--- src/rtl/srt_pkg.sv ---
package srt_pkg;
    typedef enum logic [1:0] {
        ST_OFF   = 2'd0,
        ST_COUNT = 2'd1,
        ST_PEND  = 2'd2
    } srt_state_e;
endpackage

--- src/rtl/srt_div_stage.sv ---
// One divider stage: counts steps from zero up to a limit, then wraps.
module srt_div_stage #(
    parameter int W = 8
) (
    input  logic         clk,
    input  logic         rst_n,
    input  logic         run_i,
    input  logic         step_i,
    input  logic [W-1:0] last_i,
    output logic         wrap_o
);
    logic [W-1:0] cnt_q;
    logic         at_last;

    // Treat a count at or above the limit as the end, so a limit lowered mid-count wraps at once.
    assign at_last = (cnt_q >= last_i);
    assign wrap_o  = run_i && step_i && at_last;

    always_ff @(posedge clk or negedge rst_n) begin
        if (!rst_n) begin
            cnt_q <= '0;
        end else if (!run_i) begin
            cnt_q <= '0;
        end else if (step_i) begin
            cnt_q <= at_last ? '0 : cnt_q + 1'b1;
        end
    end
endmodule

--- src/rtl/srt_bank_map.sv ---
// Per-bank select: a bank is chosen when its owner machine has refresh enabled.
module srt_bank_map #(
    parameter int NUM_BANK = 8,
    parameter int NUM_MACH = 3,
    parameter int OWN_W    = 2
) (
    input  logic [NUM_BANK*OWN_W-1:0] owner_i,
    input  logic [NUM_MACH-1:0]       rfen_i,
    output logic [NUM_BANK-1:0]       sel_o
);
    for (genvar b = 0; b < NUM_BANK; b++) begin : g_bank
        logic [OWN_W-1:0] own;
        assign own = owner_i[b*OWN_W +: OWN_W];
        always_comb begin
            sel_o[b] = 1'b0;
            for (int m = 0; m < NUM_MACH; m++) begin
                if (own == OWN_W'(m) && rfen_i[m]) sel_o[b] = 1'b1;
            end
        end
    end
endmodule

--- src/rtl/srt_ctrl.sv ---
// Request controller: OFF / COUNT / PEND.
module srt_ctrl
    import srt_pkg::*;
#(
    parameter int NUM_BANK = 8
) (
    input  logic                clk,
    input  logic                rst_n,
    input  logic                run_i,
    input  logic                tick_i,
    input  logic                ack_i,
    input  logic [NUM_BANK-1:0] sel_i,
    output logic                req_o,
    output logic [NUM_BANK-1:0] sel_o,
    output logic                ovr_o
);
    srt_state_e state_q, state_d;
    logic       pend;
    logic       raise;

    assign pend  = (state_q == ST_PEND);
    assign raise = !pend && (state_d == ST_PEND);

    always_ff @(posedge clk or negedge rst_n) begin
        if (!rst_n) state_q <= ST_OFF;
        else        state_q <= state_d;
    end

    always_comb begin
        state_d = state_q;
        unique case (state_q)
            ST_OFF: begin
                if (tick_i)     state_d = ST_PEND;
                else if (run_i) state_d = ST_COUNT;
            end
            ST_COUNT: begin
                if (tick_i)      state_d = ST_PEND;
                else if (!run_i) state_d = ST_OFF;
            end
            ST_PEND: begin
                if (ack_i) state_d = run_i ? ST_COUNT : ST_OFF;
            end
            default: state_d = ST_OFF;
        endcase
    end

    // Output registers: select captured on raise, overrun sticky until acknowledged.
    always_ff @(posedge clk or negedge rst_n) begin
        if (!rst_n) begin
            sel_o <= '0;
            ovr_o <= 1'b0;
        end else begin
            if (raise) sel_o <= sel_i;
            ovr_o <= (ovr_o && !(pend && ack_i)) || (pend && tick_i);
        end
    end

    assign req_o = pend;
endmodule

--- src/rtl/shared_refresh_timer.sv ---
module shared_refresh_timer #(
    parameter int PRESC_W  = 8,
    parameter int PERIOD_W = 8,
    parameter int NUM_MACH = 3,
    parameter int NUM_BANK = 8,
    parameter int OWN_W    = 2
) (
    input  logic                      clk,
    input  logic                      rst_n,
    input  logic [PRESC_W-1:0]        prescale_i,
    input  logic [PERIOD_W-1:0]       period_i,
    input  logic [NUM_MACH-1:0]       mach_rfen_i,
    input  logic [NUM_BANK*OWN_W-1:0] bank_owner_i,
    input  logic                      sdram_rfsh_active_i,
    input  logic                      rfsh_ack_i,
    output logic                      rfsh_req_o,
    output logic [NUM_BANK-1:0]       rfsh_bank_sel_o,
    output logic                      rfsh_overrun_o
);
    localparam logic [PERIOD_W-1:0] PERIOD_ONE = PERIOD_W'(1);

    logic                run;
    logic                pre_wrap;
    logic                tick;
    logic [NUM_BANK-1:0] sel_now;

    // Disabled without the executor, with period zero, or when SDRAM refresh owns the job.
    assign run = (period_i != '0) && mach_rfen_i[0] && !sdram_rfsh_active_i;

    srt_div_stage #(.W(PRESC_W)) u_presc (
        .clk    (clk),
        .rst_n  (rst_n),
        .run_i  (run),
        .step_i (1'b1),
        .last_i (prescale_i),
        .wrap_o (pre_wrap)
    );

    srt_div_stage #(.W(PERIOD_W)) u_period (
        .clk    (clk),
        .rst_n  (rst_n),
        .run_i  (run),
        .step_i (pre_wrap),
        .last_i (period_i - PERIOD_ONE),
        .wrap_o (tick)
    );

    srt_bank_map #(
        .NUM_BANK (NUM_BANK),
        .NUM_MACH (NUM_MACH),
        .OWN_W    (OWN_W)
    ) u_map (
        .owner_i (bank_owner_i),
        .rfen_i  (mach_rfen_i),
        .sel_o   (sel_now)
    );

    srt_ctrl #(.NUM_BANK(NUM_BANK)) u_ctrl (
        .clk    (clk),
        .rst_n  (rst_n),
        .run_i  (run),
        .tick_i (tick),
        .ack_i  (rfsh_ack_i),
        .sel_i  (sel_now),
        .req_o  (rfsh_req_o),
        .sel_o  (rfsh_bank_sel_o),
        .ovr_o  (rfsh_overrun_o)
    );
endmodule

--- config.mk ---
export PLATFORM = sky130hd
export DESIGN_NAME = shared_refresh_timer
export DESIGN_NICKNAME = d
export VERILOG_FILES = /design/src/rtl/srt_pkg.sv /design/src/rtl/srt_div_stage.sv /design/src/rtl/srt_bank_map.sv /design/src/rtl/srt_ctrl.sv /design/src/rtl/shared_refresh_timer.sv
export SDC_FILE = /design/constraint.sdc
export NUM_CORES = 1
export LEC_CHECK = 0
export ABC_AREA = 0
export BUFFER_PORTS_ARGS = -buffer_cell sky130_fd_sc_hd__buf_2
export CAP_MARGIN = 40
export CORE_ASPECT_RATIO = 1.4
export CORE_MARGIN = 5
export CORE_UTILIZATION = 35
export DETAILED_ROUTE_END_ITERATION = 8
export GPL_TIMING_DRIVEN = 0
export MAX_ROUTING_LAYER = met4
export SLEW_MARGIN = 0
export SYNTH_ARGS = -nofsm -noshare
export SYNTH_HDL_FRONTEND = slang
export SYNTH_SLANG_ARGS = --single-unit
--- constraint.sdc ---
create_clock -name clk -period 5.2 [get_ports clk]
set_input_delay 0.26 -clock clk [delete_from_list [all_inputs] [get_ports clk]]
set_output_delay 0.26 -clock clk [all_outputs]
set_load 0.01 [all_outputs]
# Word level (Yosys, flattened, before mapping)
# Index checks and enable logic that the tools add are counted.
# word_totals
output_inout_bits	10
regBits	27
inputBits	39
# classes
n_reduce_logical	47
n_eq_ne	20
mux	36
magnitude_cmp	2
add_sub_neg	3
# op_table
cell	count
8-bit two-way mux	5
1-bit logical AND	33
1-bit two-way mux	25
2-bit equality test, second input constant	10
2-bit by 1-bit equality test with 1-bit output, second input constant	9
2-bit logical NOT	9
8-bit by 1-bit adder with 8-bit output, second input constant	2
8-bit >= comparator	2
2-bit two-way mux	5
8-bit nonzero test	1
8-bit by 1-bit subtractor with 8-bit output, second input constant	1
2-bit one-hot mux with 3 select lines	1
1-bit logical NOT	3
2-bit inequality test, second input constant	1
1-bit logical OR	1

# Depth between registers and ports, before layout
# Gate-level depths: netlist of run 1.
# logic_depth
word_depth	10
ltp_mapped	11
mapped_depth_nobuf	10

# By module
# From an unflattened synthesis of run 1, not the netlist that was laid out.
# hier_totals
hier_cells	244
area_unflattened_um2	2187.1
# modules_own_cells
mod	area_per_inst_um2	cells_each	instances
srt_div_stage	686.9	83	2
srt_ctrl	475.5	29	1
srt_bank_map	172.7	26	1
shared_refresh_timer	165.2	23	1

# Worst setup path before layout of run 1
# Ideal clock, no wire load.
# synth_timing
path_kind	input to register
start	input period_i[5]
end	register u_ctrl.sel_o[0]
slack_ns	2.657
required_ns	5.075
path_buffers	1
cell_stages	11
arrival_time_ns	2.417
cell_sequence	nor4_1 -> nor2b_1 -> nand2_1 -> xor2_1 -> ha_1 -> nand4_1 -> a211oi_1 -> nor3_1 -> or4_1 -> buf_6 -> mux2_4
# synth_via
elab_chain_len	10
word_cells_on_any_way	17
# synth_lines
item	line	source
start: declaration	shared_refresh_timer.sv:11	input logic [PERIOD_W-1:0] period_i,
branches (longest 7 deep; another with 8-bit by 1-bit subtractor with 8-bit output)	n/a	
2-bit one-hot mux with 3 select lines (*)	srt_ctrl.sv:31	unique case (state_q)
2-bit equality test (*)	srt_ctrl.sv:22	assign raise = !pend && (state_d == ST_PEND);
1-bit logical AND (*)	srt_ctrl.sv:22	
end signal: assignment	srt_ctrl.sv:53	if (raise) sel_o <= sel_i;
end: declaration	srt_ctrl.sv:14	output logic [NUM_BANK-1:0] sel_o,
# Mark *: on every way between the ends.
# A chain may end at the register's enable or synchronous reset.

# Worst setup path in the final report of run 1
# layout_timing
start	register u_presc.cnt_q[2]
end	register u_ctrl.sel_o[6]
# layout_via
elab_chain_len	8
word_cells_on_any_way	9
# layout_lines
item	line	source
start: declaration	srt_div_stage.sv:12	logic [W-1:0] cnt_q;
start signal: assignment	srt_div_stage.sv:25	cnt_q <= at_last ? '0 : cnt_q + 1'b1;
8-bit >= comparator (*)	srt_div_stage.sv:16	assign at_last = (cnt_q >= last_i);
1-bit logical AND (*) (3 in a row)	srt_div_stage.sv:17	assign wrap_o = run_i && step_i && at_last;
2-bit two-way mux, on equally long branches	srt_ctrl.sv:37, srt_ctrl.sv:33	
2-bit one-hot mux with 3 select lines (*)	srt_ctrl.sv:31	
2-bit equality test (*)	srt_ctrl.sv:22	
1-bit logical AND (*)	srt_ctrl.sv:22	
# Mark *: on every way between the ends. The rest lies on a longest branch, timed or not.

==> results of run 1 <==
-- sequential cells by signal (all words and copies together), names as in the netlist --
register and flops:
u_ctrl.sel_o 8, u_period.cnt_q 8, u_ctrl.ovr_o 1, u_ctrl.state_q 2
u_presc.cnt_q 8
-- worst max-delay path by stage --
| stage | startpoint | to | depth (start not counted) |
|---|---|---|---|
| 6_report | u_presc.cnt_q[2] | u_ctrl.sel_o[6] | 8 |
| 5_1_grt | period_i[3] | u_period.cnt_q[7] | 12 |
| 4_1_cts | period_i[3] | u_period.cnt_q[7] | 12 |
| 3_5_place_dp | period_i[5] | u_period.cnt_q[7] | 12 |
| 3_3_place_gp | period_i[5] | u_period.cnt_q[7] | 12 |
| 2_1_floorplan | period_i[5] | u_ctrl.sel_o[0] | 11 |
-- cell type report --
cell class / instances / area [um2]
timing repair buffer: 45 / 225
inverter: 15 / 56.3
clock buffer: 4 / 45.0
tap: 68 / 85.1
buffer: 8 / 38.8
sequential: 27 / 676
multi-input combinational: 157 / 1140
fill: 557 / 3130
-- through the flow --
stage          worst slack, ns  instance area (um2)
4_1_cts                   2.58                 2270
5_1_grt                   2.32                 2270
2_1_floorplan             2.66                 1920
6_report                  2.59                 2270
3_3_place_gp              2.26                 2230
3_5_place_dp              2.29                 2230
-- logic make-up after synthesis --
| family | Yosys count | share of synthesized area |
|---|---|---|
| AOI/OAI and AO/OA | 36 | 0.117 |
| xor gates and xnor gates | 12 | 0.0549 |
| adders and majority gates | 20 | 0.131 |
| buffers and inverters | 23 | 0.0496 |
| DFF | 27 | 0.353 |
| muxes | 16 | 0.105 |
| and+or+nand+nor | 73 | 0.191 |
-- report_power, final --
| group | internal (W) | total (W) | switching [W] | leakage, nW |
|---|---|---|---|---|
| logic | 0.0000262 | 0.0000569 | 0.0000307 | 0.740 |
| registers | 0.000211 | 0.000212 | 0.00000129 | 0.375 |
| clock network | 0.0000548 | 0.000117 | 0.0000625 | 0.0228 |
| total | 0.000292 | 0.000387 | 0.0000945 | 1.14 |
-- worst max-delay path: stages (launching register included) --
cell and delay [ns]:
dfrtp_1 0.45, ha_1 0.31, and3_1 0.18, o21ai_1 0.12, a31oi_1 0.11, a211oi_1 0.63, or4_1 0.22, buf_6 0.16
mux2_4 0.31
-- routing by layer --
layer  up-vias  routed length, um  global-route usage  share of wire
li1        829                  -                   -              -
met1       773               1760               0.149           0.43
met2        33               2140               0.209           0.52
met3         4                193             0.00932          0.047
met4         0                 44              0.0384          0.011
met5         -                  0                   -              0
-- cells in the final DEF (no fill, tap or decap), drive strengths merged, types with 4 or more instances in the layout --
master | synthesis | routed
buf | 3 | 48
a211oi | 4 | 4
xor2 | 9 | 9
mux2 | 8 | 8
nand2 | 24 | 24
o22ai | 12 | 12
nor2 | 11 | 11
a21oi | 9 | 9
and3 | 4 | 4
mux2i | 8 | 8
or3 | 5 | 5
ha | 20 | 20
clkbuf | 5 | 9
nand3b | 5 | 5
dfrtp | 27 | 27
or2 | 4 | 4
inv | 15 | 15
o21ai | 4 | 4
nand3 | 9 | 9
==> results.md, run 1 <==
* GPL Wtd Cong at ~0.75
* Antenna-violating nets left at 0
* Hold Path Class: input port to async pin
* Resized Gates After CTS at 0
* Final net count at 316
* Postcts setup bufs at 0
* Commonest cells in the netlist: dfrtp_1, nand2_1, ha_1, inv_1, o22ai_1
* Post-route worst hold slack at -0.0175 ns
* Max H-tree Level at 1
* Synth Net Count at ~270
* Placed cells at 320
* Worst-path maximum fanout at 9
* Ys async rst share at 1.00
* Final count of pins violating max slew at 0
* Leak pwr at 1.14 nW
* Setup tns final at 0 ns
* Pin count of the biggest net entering global routing at 28
* Initial DRC count at 115
* CTS Buf Count at 3
* Final Setup Violations at 0
* Initial antenna violation count at 0
* Port Buffers at 45
* Die width at 72.5 um
* Worst rel slew slack at 0.518
* Initial core utilization at 0.354
* Reg2reg end: u_ctrl.sel_o[6]
* Slew @ Worst Pin at 0.718 ns
* RSZ-0062 raised after global routing: false
* Layout Cells excl Fill at 324
* Reg-to-Reg Start: u_presc.cnt_q[2]
* Cells after Synth at 207
* Netlist Area Pre-Place at ~1900 um2
* Worst Setup Start Kind: flip-flop
* Synth Flop Type: dfrtp_1
* Post-DR wirelength/cell at between 10 and 15 um
* Fin util at 0.420
* Area leader, netlist: dfrtp_1
* Yosys cell types at 36
* # DRC at 0
* Site Rows at 32
* First-pass iteration count of the detailed router at 4
* Area contributors post-synth: dfrtp_1, ha_1, mux2_4
* Tcrit/Tclk final at 0.502
* Reg2Reg Setup Slack at between 2 and 3 ns
* Die height at 97.5 um
* Power, Total at 0.000387 W
* Hold-fix buffers, CTS at 0
* IR drop worst, VDD at 0.0847 mV
* Setup Skew at ~0.008 ns
* Tot GR Track Use at 0.122
* Die area at 7070 um2
* CTS tree: built
* Most frequent cell after synthesis: dfrtp_1
* Warnings from Yosys at 0
* Diode count at 0
* PwrDens at 170 nW/um2
* Routed wire length at 4.14 mm
* Crit Path Class: flip-flop to flip-flop
* DP HPWL at approximately 3.3 mm
* Post-synthesis area per instance at 9.25 um2
* CP Data Required Time at between 5 and 6 ns
* First-pass GRT wire length at 6.94 mm
* CTS Buffer Depth at 2
* Routed vias/inst at 5.06
* Worst-skew pair later-pin latency at 0.27 ns
* Total gr overflow at 0
* Share of cells above drive strength 1 at 0.242
* Synthesis-to-finish area growth at 18.6%
* Max Clock Freq at approximately 0.38 GHz
* Outcome: finished, violations left
* Root Buffer: clkbuf_8
* Seq/Total Area, Yosys at 0.353
* Vias at 1639
* EDFF count, synth at 0
* Final Hold Fails at 27
* Core area at 5410 um2
* Clk sinks at 27
* Worst-path clk slew at approximately 0.090 ns
* Yosys top cell area share at 0.353
* Failing checks: negative hold slack
* Crit path DAT at 2.76 ns
* Vias in the first global route at 1599
* Max_cap viols at 0
* Io pins at between 40 and 50
* Seq cells post-synth at 27
* Crit. End Element: flip-flop
* Worst r2r path cells at 8
* Clock period minus worst slack at 2.61 ns
No activity file was read; power rests on OpenSTA's default activity.
==> inputs of run 2 (changes only) <==
==> constraint.sdc (replaced) <==
create_clock -name clk -period 2.2 [get_ports clk]
set_input_delay 0.11 -clock clk [delete_from_list [all_inputs] [get_ports clk]]
set_output_delay 0.11 -clock clk [all_outputs]
set_load 0.01 [all_outputs]
==> run 2 against run 1 <==
The run ends with negative setup slack left. Clock-buffer cell count is 1 lower. Clock skew is 0.0035 ns lower. Sequential cell count stayed put. Critical path depth is 4 higher. Largest power group unchanged.
==> results.md, run 2 (synthesized netlist as in run 1, its figures left out) <==
* Hold path depth at 2
* Final Hold Fails at 0 (-100%)
* Total gr overflow at 0 (unchanged)
* Sw power at 0.000239 W (+150%)
* Worst r2r path cells at 8 (unchanged)
* Final Setup Violations at 8 (+8)
* Share of cells above drive strength 1 at 0.308 (+0.0661)
* Die area at 7070 um2 (unchanged)
* Vias in the first global route at 1720 (+7.6%)
* Initial DRC count at 122 (+6.1%)
* Pin count of the biggest net entering global routing at 28 (unchanged)
* Slew @ Worst Pin at 0.598 ns (-0.121 ns)
* Setup tns final at -0.613 ns (-0.613 ns)
* CTS tree: built
* Vias at 1668 (+1.8%)
* Core area at 5410 um2 (unchanged)
* CTS Buffer Depth at 2 (unchanged)
* Max Clock Freq at between 0.4 and 0.5 GHz
* Fin util at 0.450 (+0.0303)
* Slowest CP cell: or4_4
* Internal at 0.000699 W (+140%)
* Commonest cells after routing, fill and taps aside: buf_2, dfrtp_1, nand2_1, ha_1, inv_1
* Initial antenna violation count at 0 (unchanged)
* Reg2Reg Setup Slack at -0.07 ns (-2.66 ns)
* Port Buffers at 45 (unchanged)
* Outcome: finished, violations left
* Antenna-violating nets left at 0 (unchanged)
* Worst-skew pair later-pin latency at 0.27 ns (about the same)
* Post-DR wirelength/cell at 13.0 um (+1.9%)
* Slowest cell delay on critical path at 0.44 ns (-0.19 ns)
* Final count of pins violating max slew at 0 (unchanged)
* Leak pwr at 1.21 nW (+5.9%)
* Most common cell after layout, fill and taps aside: buf_2
* Sw Share at 0.255 (+0.0101)
* CTS Buf Count at 3 (unchanged)
* CP Data Required Time at 2.36 ns (-2.99 ns)
* Clock period minus worst slack at about 2.3 ns
* Startpoint of the worst hold path: rfsh_ack_i
* Crit. End Element: flip-flop
* Cell breakdown of the critical path: buf_8, nor4_4, nor2b_4, nand2_1, xor2_1, ha_1, nand4_1, a211oi_2, nor3_2, or4_4, buf_6, mux2_4
* Worst Setup Start Kind: input port
* Worst-path maximum fanout at 5 (-4)
* Placed cells at 320 (unchanged)
* First-pass iteration count of the detailed router at 4 (unchanged)
* # DRC at 0 (unchanged)
* Io pins at 49 (unchanged)
* Clk sinks at 27 (unchanged)
* Max H-tree Level at 1 (unchanged)
* Biggest regs: u_ctrl.sel_o x8, u_period.cnt_q x8, u_presc.cnt_q x8
* Root Buffer: clkbuf_8
* RSZ-0062 raised after global routing: true
* Setup ws final at -0.0889 ns (-2.68 ns)
* Setup Skew at 0.00474 ns (-0.00348 ns)
* Register share of total power at 0.533 (-0.016)
* First-pass GRT wire length at 7.37 mm (+6.2%)
* IR drop worst, VDD at 0.218 mV (+160%)
* Tot GR Track Use at 0.129 (+0.00710)
* Routed vias/inst at 4.99 (-1.3%)
* Failing checks: negative setup slack
* Worst rel slew slack at 0.602 (+0.0832)
* Crit Path Class: input port to flip-flop
* Design area at 2430 um2 (+7.2%)
* Initial core utilization at 0.354 (unchanged)
* Worst-path clk slew at 0.09 ns (about the same)
* DP Area at 2240 um2 (+0.79%)
* Site Rows at 32 (unchanged)
* Die width at 72.5 um (unchanged)
* Hold Path Class: input port to flip-flop
* Routed wire length at 4.35 mm (+5.1%)
* Synthesis-to-finish area growth at 27.1%
* DP HPWL at 3.33 mm (+1.0%)
* Hold Path End: u_ctrl.state_q[1]
* Die height at 97.5 um (unchanged)
* Reg-to-Reg Start: u_presc.cnt_q[1]
* Final net count at 326 (+3.2%)
* Reg2reg end: u_ctrl.sel_o[6]
* PwrDens at 385 nW/um2 (+130%)
* Power, Total at 0.000938 W (+140%)
* Max_cap viols at 0 (unchanged)
* GPL Wtd Cong at 0.754 (about the same)
* Diode count at 0 (unchanged)
* Layout Cells excl Fill at 334 (+3.1%)
* Tcrit/Tclk final at 1.04
* Crit path DAT at 2.45 ns (-0.31 ns)
* Combinational share of power at 0.163 (+0.016)
* Clk network pwr share at 0.304 (about the same)
-- run 2: changes by cell type in the layout (fill, tap and decap cells not counted), moves of 2 or more --
cell / change
buf_4: +8
buf_2: -3
buf_6: +3
a211oi_1: -2
a211oi_2: +2
clkbuf_1: -2
-- run 2: worst max-delay path by stage --
stage                     startpoint           endpoint  slack (ns)  depth (start not counted)
finish                   period_i[5]    u_ctrl.sel_o[6]       -0.09                         12
global route             period_i[5]    u_ctrl.sel_o[6]       -0.20                         12
CTS                 u_presc.cnt_q[1]    u_ctrl.sel_o[3]       -0.11                          8
detailed placement       period_i[5]  u_period.cnt_q[7]       -0.47                         12
global placement         period_i[5]  u_period.cnt_q[7]       -0.50                         12
floorplan                period_i[5]    u_ctrl.sel_o[0]       -0.09                         11
-- run 2: critical path: cells and delay by family --
kind                       cells  cell delay [ns]
and+or+nand+nor                6             1.16
muxes                          1             0.30
buffers and inverters          2             0.26
xor gates and xnor gates       1             0.15
adders and majority gates      1             0.28
AOI/OAI and AO/OA              1             0.19
-- run 2: layout make-up --
type / count / area [um2]
Fill cell: 558 / 2970
Sequential cell: 27 / 676
Buffer: 8 / 48.8
Clock buffer: 3 / 41.3
Tap cell: 68 / 85.1
Multi-Input combinational cell: 157 / 1200
Inverter: 15 / 56.3
Timing Repair Buffer: 55 / 323
Clock inverter: 1 / 7.51
-- run 2: through the flow --
stage / setup WS (ns) / hold WS [ns]
finish: -0.0889 / 0.0489
global route: -0.203 / 0.0838
detailed placement: -0.472 / 0.159
floorplan: -0.0930 / -0.186
global placement: -0.502 / 0.158
CTS: -0.115 / 0.0414
-- run 2: layer usage --
metal  wire (um)  vias to the layer above  GRT usage
met2        2400                       24      0.235
met5           0                        -          -
met1        1760                      788      0.148
li1            -                      852          -
met4          53                        0     0.0384
met3         136                        4    0.00725
-- run 2: power by group through the flow --
stage | clock [W] | sequential, W | combinational (W)
2_1_floorplan | 0 | 0.000511 | 0.0000729
3_3_place_gp | 0 | 0.000512 | 0.000137
3_5_place_dp | 0 | 0.000512 | 0.000142
4_1_cts | 0.000296 | 0.000501 | 0.000150
5_1_grt | 0.000313 | 0.000501 | 0.000175
6_report | 0.000285 | 0.000501 | 0.000153
-- run 2: repair_timing --
item,4_1_cts,5_1_grt
resized for setup,8,12
hold endpoints to repair,27,0
pin swaps,2,2
setup endpoints to repair,26,15
cloned,1,0
setup buffers,5,3
hold buffers,1,0
==> inputs of run 3 (changes only) <==
--- a/config.mk
+++ b/config.mk
@@ -13,7 +13,6 @@
 export CORE_UTILIZATION = 35
 export DETAILED_ROUTE_END_ITERATION = 8
 export GPL_TIMING_DRIVEN = 0
-export MAX_ROUTING_LAYER = met4
 export SLEW_MARGIN = 0
 export SYNTH_ARGS = -nofsm -noshare
 export SYNTH_HDL_FRONTEND = slang
==> constraint.sdc (replaced) <==
create_clock -name clk -period 2.1 [get_ports clk]
set_input_delay 0.105 -clock clk [delete_from_list [all_inputs] [get_ports clk]]
set_output_delay 0.105 -clock clk [all_outputs]
set_load 0.01 [all_outputs]
==> run 3 against run 2 <==
Critical endpoint unchanged. The flow still finishes with violations (negative setup slack). Utilization up 3.0 points. Highest routed layer unchanged. Clock skew down 0.0011 ns. Setup slack worse by 0.097 ns. Total power up 6.2%.
==> results.md, run 3 (synthesized netlist as in run 1, its figures left out) <==
* DP HPWL at 3.33 mm (unchanged)
* Worst rel slew slack at 0.598 (-0.00357)
* Failing checks: negative setup slack
* Site Rows at 32 (unchanged)
* Fillcell total at 543 (-2.7%)
* Diode count at 0 (unchanged)
* Clk network pwr share at 0.306 (+0.002)
* Tcrit/Tclk final at 1.09
* Total gr overflow at 0 (unchanged)
* Slowest CP cell: or4_4
* Post-DR wirelength/cell at 13.3 um (+2.5%)
* Hold Path Class: input port to flip-flop
* Clock period minus worst slack at roughly 2.3 ns
* Worst-skew pair later-pin latency at 0.28 ns (about the same)
* Commonest cells after routing, fill and taps aside: buf_2, dfrtp_1, nand2_1, ha_1
* Crit Path Class: input port to flip-flop
* Initial core utilization at 0.354 (unchanged)
* CTS Buffer Depth at 2 (unchanged)
* Core area at 5410 um2 (unchanged)
* Critical Path Start: period_i[5]
* Routed wire length at 4.58 mm (+5.3%)
* Worst Setup Start Kind: input port
* Final net count at 335 (+2.8%)
* Die height at 97.5 um (unchanged)
* Final count of pins violating max slew at 0 (unchanged)
* Hold path depth at 2 (unchanged)
* First-pass iteration count of the detailed router at 4 (unchanged)
* Most common cell after layout, fill and taps aside: buf_2
* GPL Wtd Cong at 0.744 (-1.2%)
* Crit path DAT at 2.46 ns (about the same)
* Clk sinks at 27 (unchanged)
* Io pins at 49 (unchanged)
* RSZ-0062 raised after global routing: true
* Antenna-violating nets left at 0 (unchanged)
* Max_cap viols at 0 (unchanged)
* Final Setup Violations at 17 (+9)
* Combinational share of power at 0.168 (+0.005)
* Cell breakdown of the critical path: buf_8, nor4_4, nor2b_4, nand2_1, xor2_1, ha_1, nand4_1, a211oi_2, nor3_2, or4_4, buf_6, mux2_4
* Max H-tree Level at 1 (unchanged)
* Worst r2r path cells at 8 (unchanged)
* IR drop worst, VDD at 0.223 mV (+2.4%)
* First-pass GRT wire length at 7.42 mm (+0.65%)
* Reg2Reg Setup Slack at -0.18 ns (-0.11 ns)
* Die area at 7070 um2 (unchanged)
* Pre-CTS setup slack at -0.567 ns (-0.0950 ns)
* Sequential Area at 676 um2 (unchanged)
* Leak pwr at 1.28 nW (+6.5%)
* CP Data Required Time at 2.27 ns (-0.09 ns)
* Area occupied by multi-input gates at 1270 um2 (+6.4%)
* Synthesis-to-finish area growth at 35.7%
* Final Hold Fails at 0 (unchanged)
* CP Capture Point: u_ctrl.sel_o[6]
* Register share of total power at 0.526 (-0.007)
* Port Buffers at 45 (unchanged)
* Reg2reg end: u_ctrl.sel_o[6]
* Setup ws final at -0.186 ns (-0.0966 ns)
* Vias at 1746 (+4.7%)
* Initial DRC count at 81 (-34%)
* Setup Skew at 0.00363 ns (-0.00111 ns)
* Worst-path maximum fanout at 5 (unchanged)
* Tot GR Track Use at 0.127 (-0.00214)
* CTS tree: built
* Initial antenna violation count at 0 (unchanged)
* Placed cells at 320 (unchanged)
* Internal at 0.000736 W (+5.3%)
* Die width at 72.5 um (unchanged)
* Vias in the first global route at 1726 (+0.35%)
* Worst-path clk slew at 0.10 ns (about the same)
* Reg-to-Reg Start: u_presc.cnt_q[1]
* Max Clock Freq at between 0.4 and 0.5 GHz
* CTS Buf Count at 3 (unchanged)
* Sw Share at 0.261 (+0.00653)
* Layout Cells excl Fill at 343 (+2.7%)
* # DRC at 0 (unchanged)
* Sw power at 0.000260 W (+8.9%)
* Biggest regs: u_ctrl.sel_o x8, u_period.cnt_q x8, u_presc.cnt_q x8
* Routed vias/inst at 5.09 (+1.9%)
* Slew @ Worst Pin at 0.603 ns (+0.00536 ns)
* Root Buffer: clkbuf_8
* Slowest cell delay on critical path at 0.44 ns (about the same)
* Crit. End Element: flip-flop
* PwrDens at 384 nW/um2 (-0.48%)
* Pin count of the biggest net entering global routing at 28 (unchanged)
* Share of cells above drive strength 1 at 0.389 (+0.0808)
* Outcome: finished, violations left
* Post-route worst hold slack at 0.0173 ns (-0.0316 ns)
run 3: cell types whose count changed in the layout (fill, tap and decap cells not counted), sizes merged:
cell and delta:
buf +9
run 3: metal layers:
| layer | wire [um] | part of all wire | vias up | track usage |
|---|---|---|---|---|
| met1 | 1870 | 0.41 | 839 | 0.148 |
| met2 | 2490 | 0.54 | 31 | 0.239 |
| met5 | 0 | 0 | - | 0 |
| met4 | 73 | 0.016 | 0 | 0.0384 |
| li1 | - | - | 870 | - |
| met3 | 149 | 0.033 | 6 | 0.00828 |
run 3: cell type report:
cell class | count | area share
sequential | 27 | 0.260
inverter | 15 | 0.0217
tap | 68 | 0.0327
multi-input combinational | 157 | 0.490
buffer | 8 | 0.0188
clock buffer | 3 | 0.0159
timing repair buffer | 64 | 0.158
clock inverter | 1 | 0.00289
run 3: metrics by stage:
step	cell area, um2	power (W)	util	TNS (ns)
6_report	2600	0.000997	0.481	-1.66
4_1_cts	2380	0.000992	0.440	-1.66
2_1_floorplan	1930	0.000612	-	-1.55
3_5_place_dp	2240	0.000685	0.415	-10.00
3_3_place_gp	2240	0.000680	0.415	-10.41
5_1_grt	2600	0.00104	0.481	-3.38
run 3: worst min path at each step:
stage	endpoint	slack (ns)	startpoint
detailed placement	u_ctrl.sel_o[6]	0.15	rst_n
finish	u_ctrl.state_q[1]	0.02	rfsh_ack_i
global placement	u_ctrl.sel_o[6]	0.15	rst_n
global route	u_ctrl.state_q[1]	0.02	rfsh_ack_i
CTS	u_ctrl.state_q[1]	0.04	rfsh_ack_i
floorplan	u_ctrl.ovr_o	-0.19	rst_n
run 3: power by group through the flow:
stage | clock [W] | sequential (W) | combinational [W]
6_report | 0.000305 | 0.000524 | 0.000168
2_1_floorplan | 0 | 0.000535 | 0.0000764
3_5_place_dp | 0 | 0.000536 | 0.000148
5_1_grt | 0.000330 | 0.000525 | 0.000190
3_3_place_gp | 0 | 0.000536 | 0.000144
4_1_cts | 0.000311 | 0.000524 | 0.000157
run 3: what timing repair did:
item,CTS,global route
pin swaps,2,13
gates resized for setup,7,35
endpoints found under the hold margin,27,0
gates cloned,1,1
hold buffers,1,0
endpoints found under the setup margin,26,26
setup buffers,7,9
run 3: worst max-delay path: cells and delay by family:
kind / cells / cell delay [ns]
XOR/XNOR: 1 / 0.15
adder cells (fa/ha/maj): 1 / 0.28
multiplexers: 1 / 0.30
AO/OA/AOI/OAI: 1 / 0.19
buffers and inverters: 2 / 0.26
AND/OR/NAND/NOR: 6 / 1.16
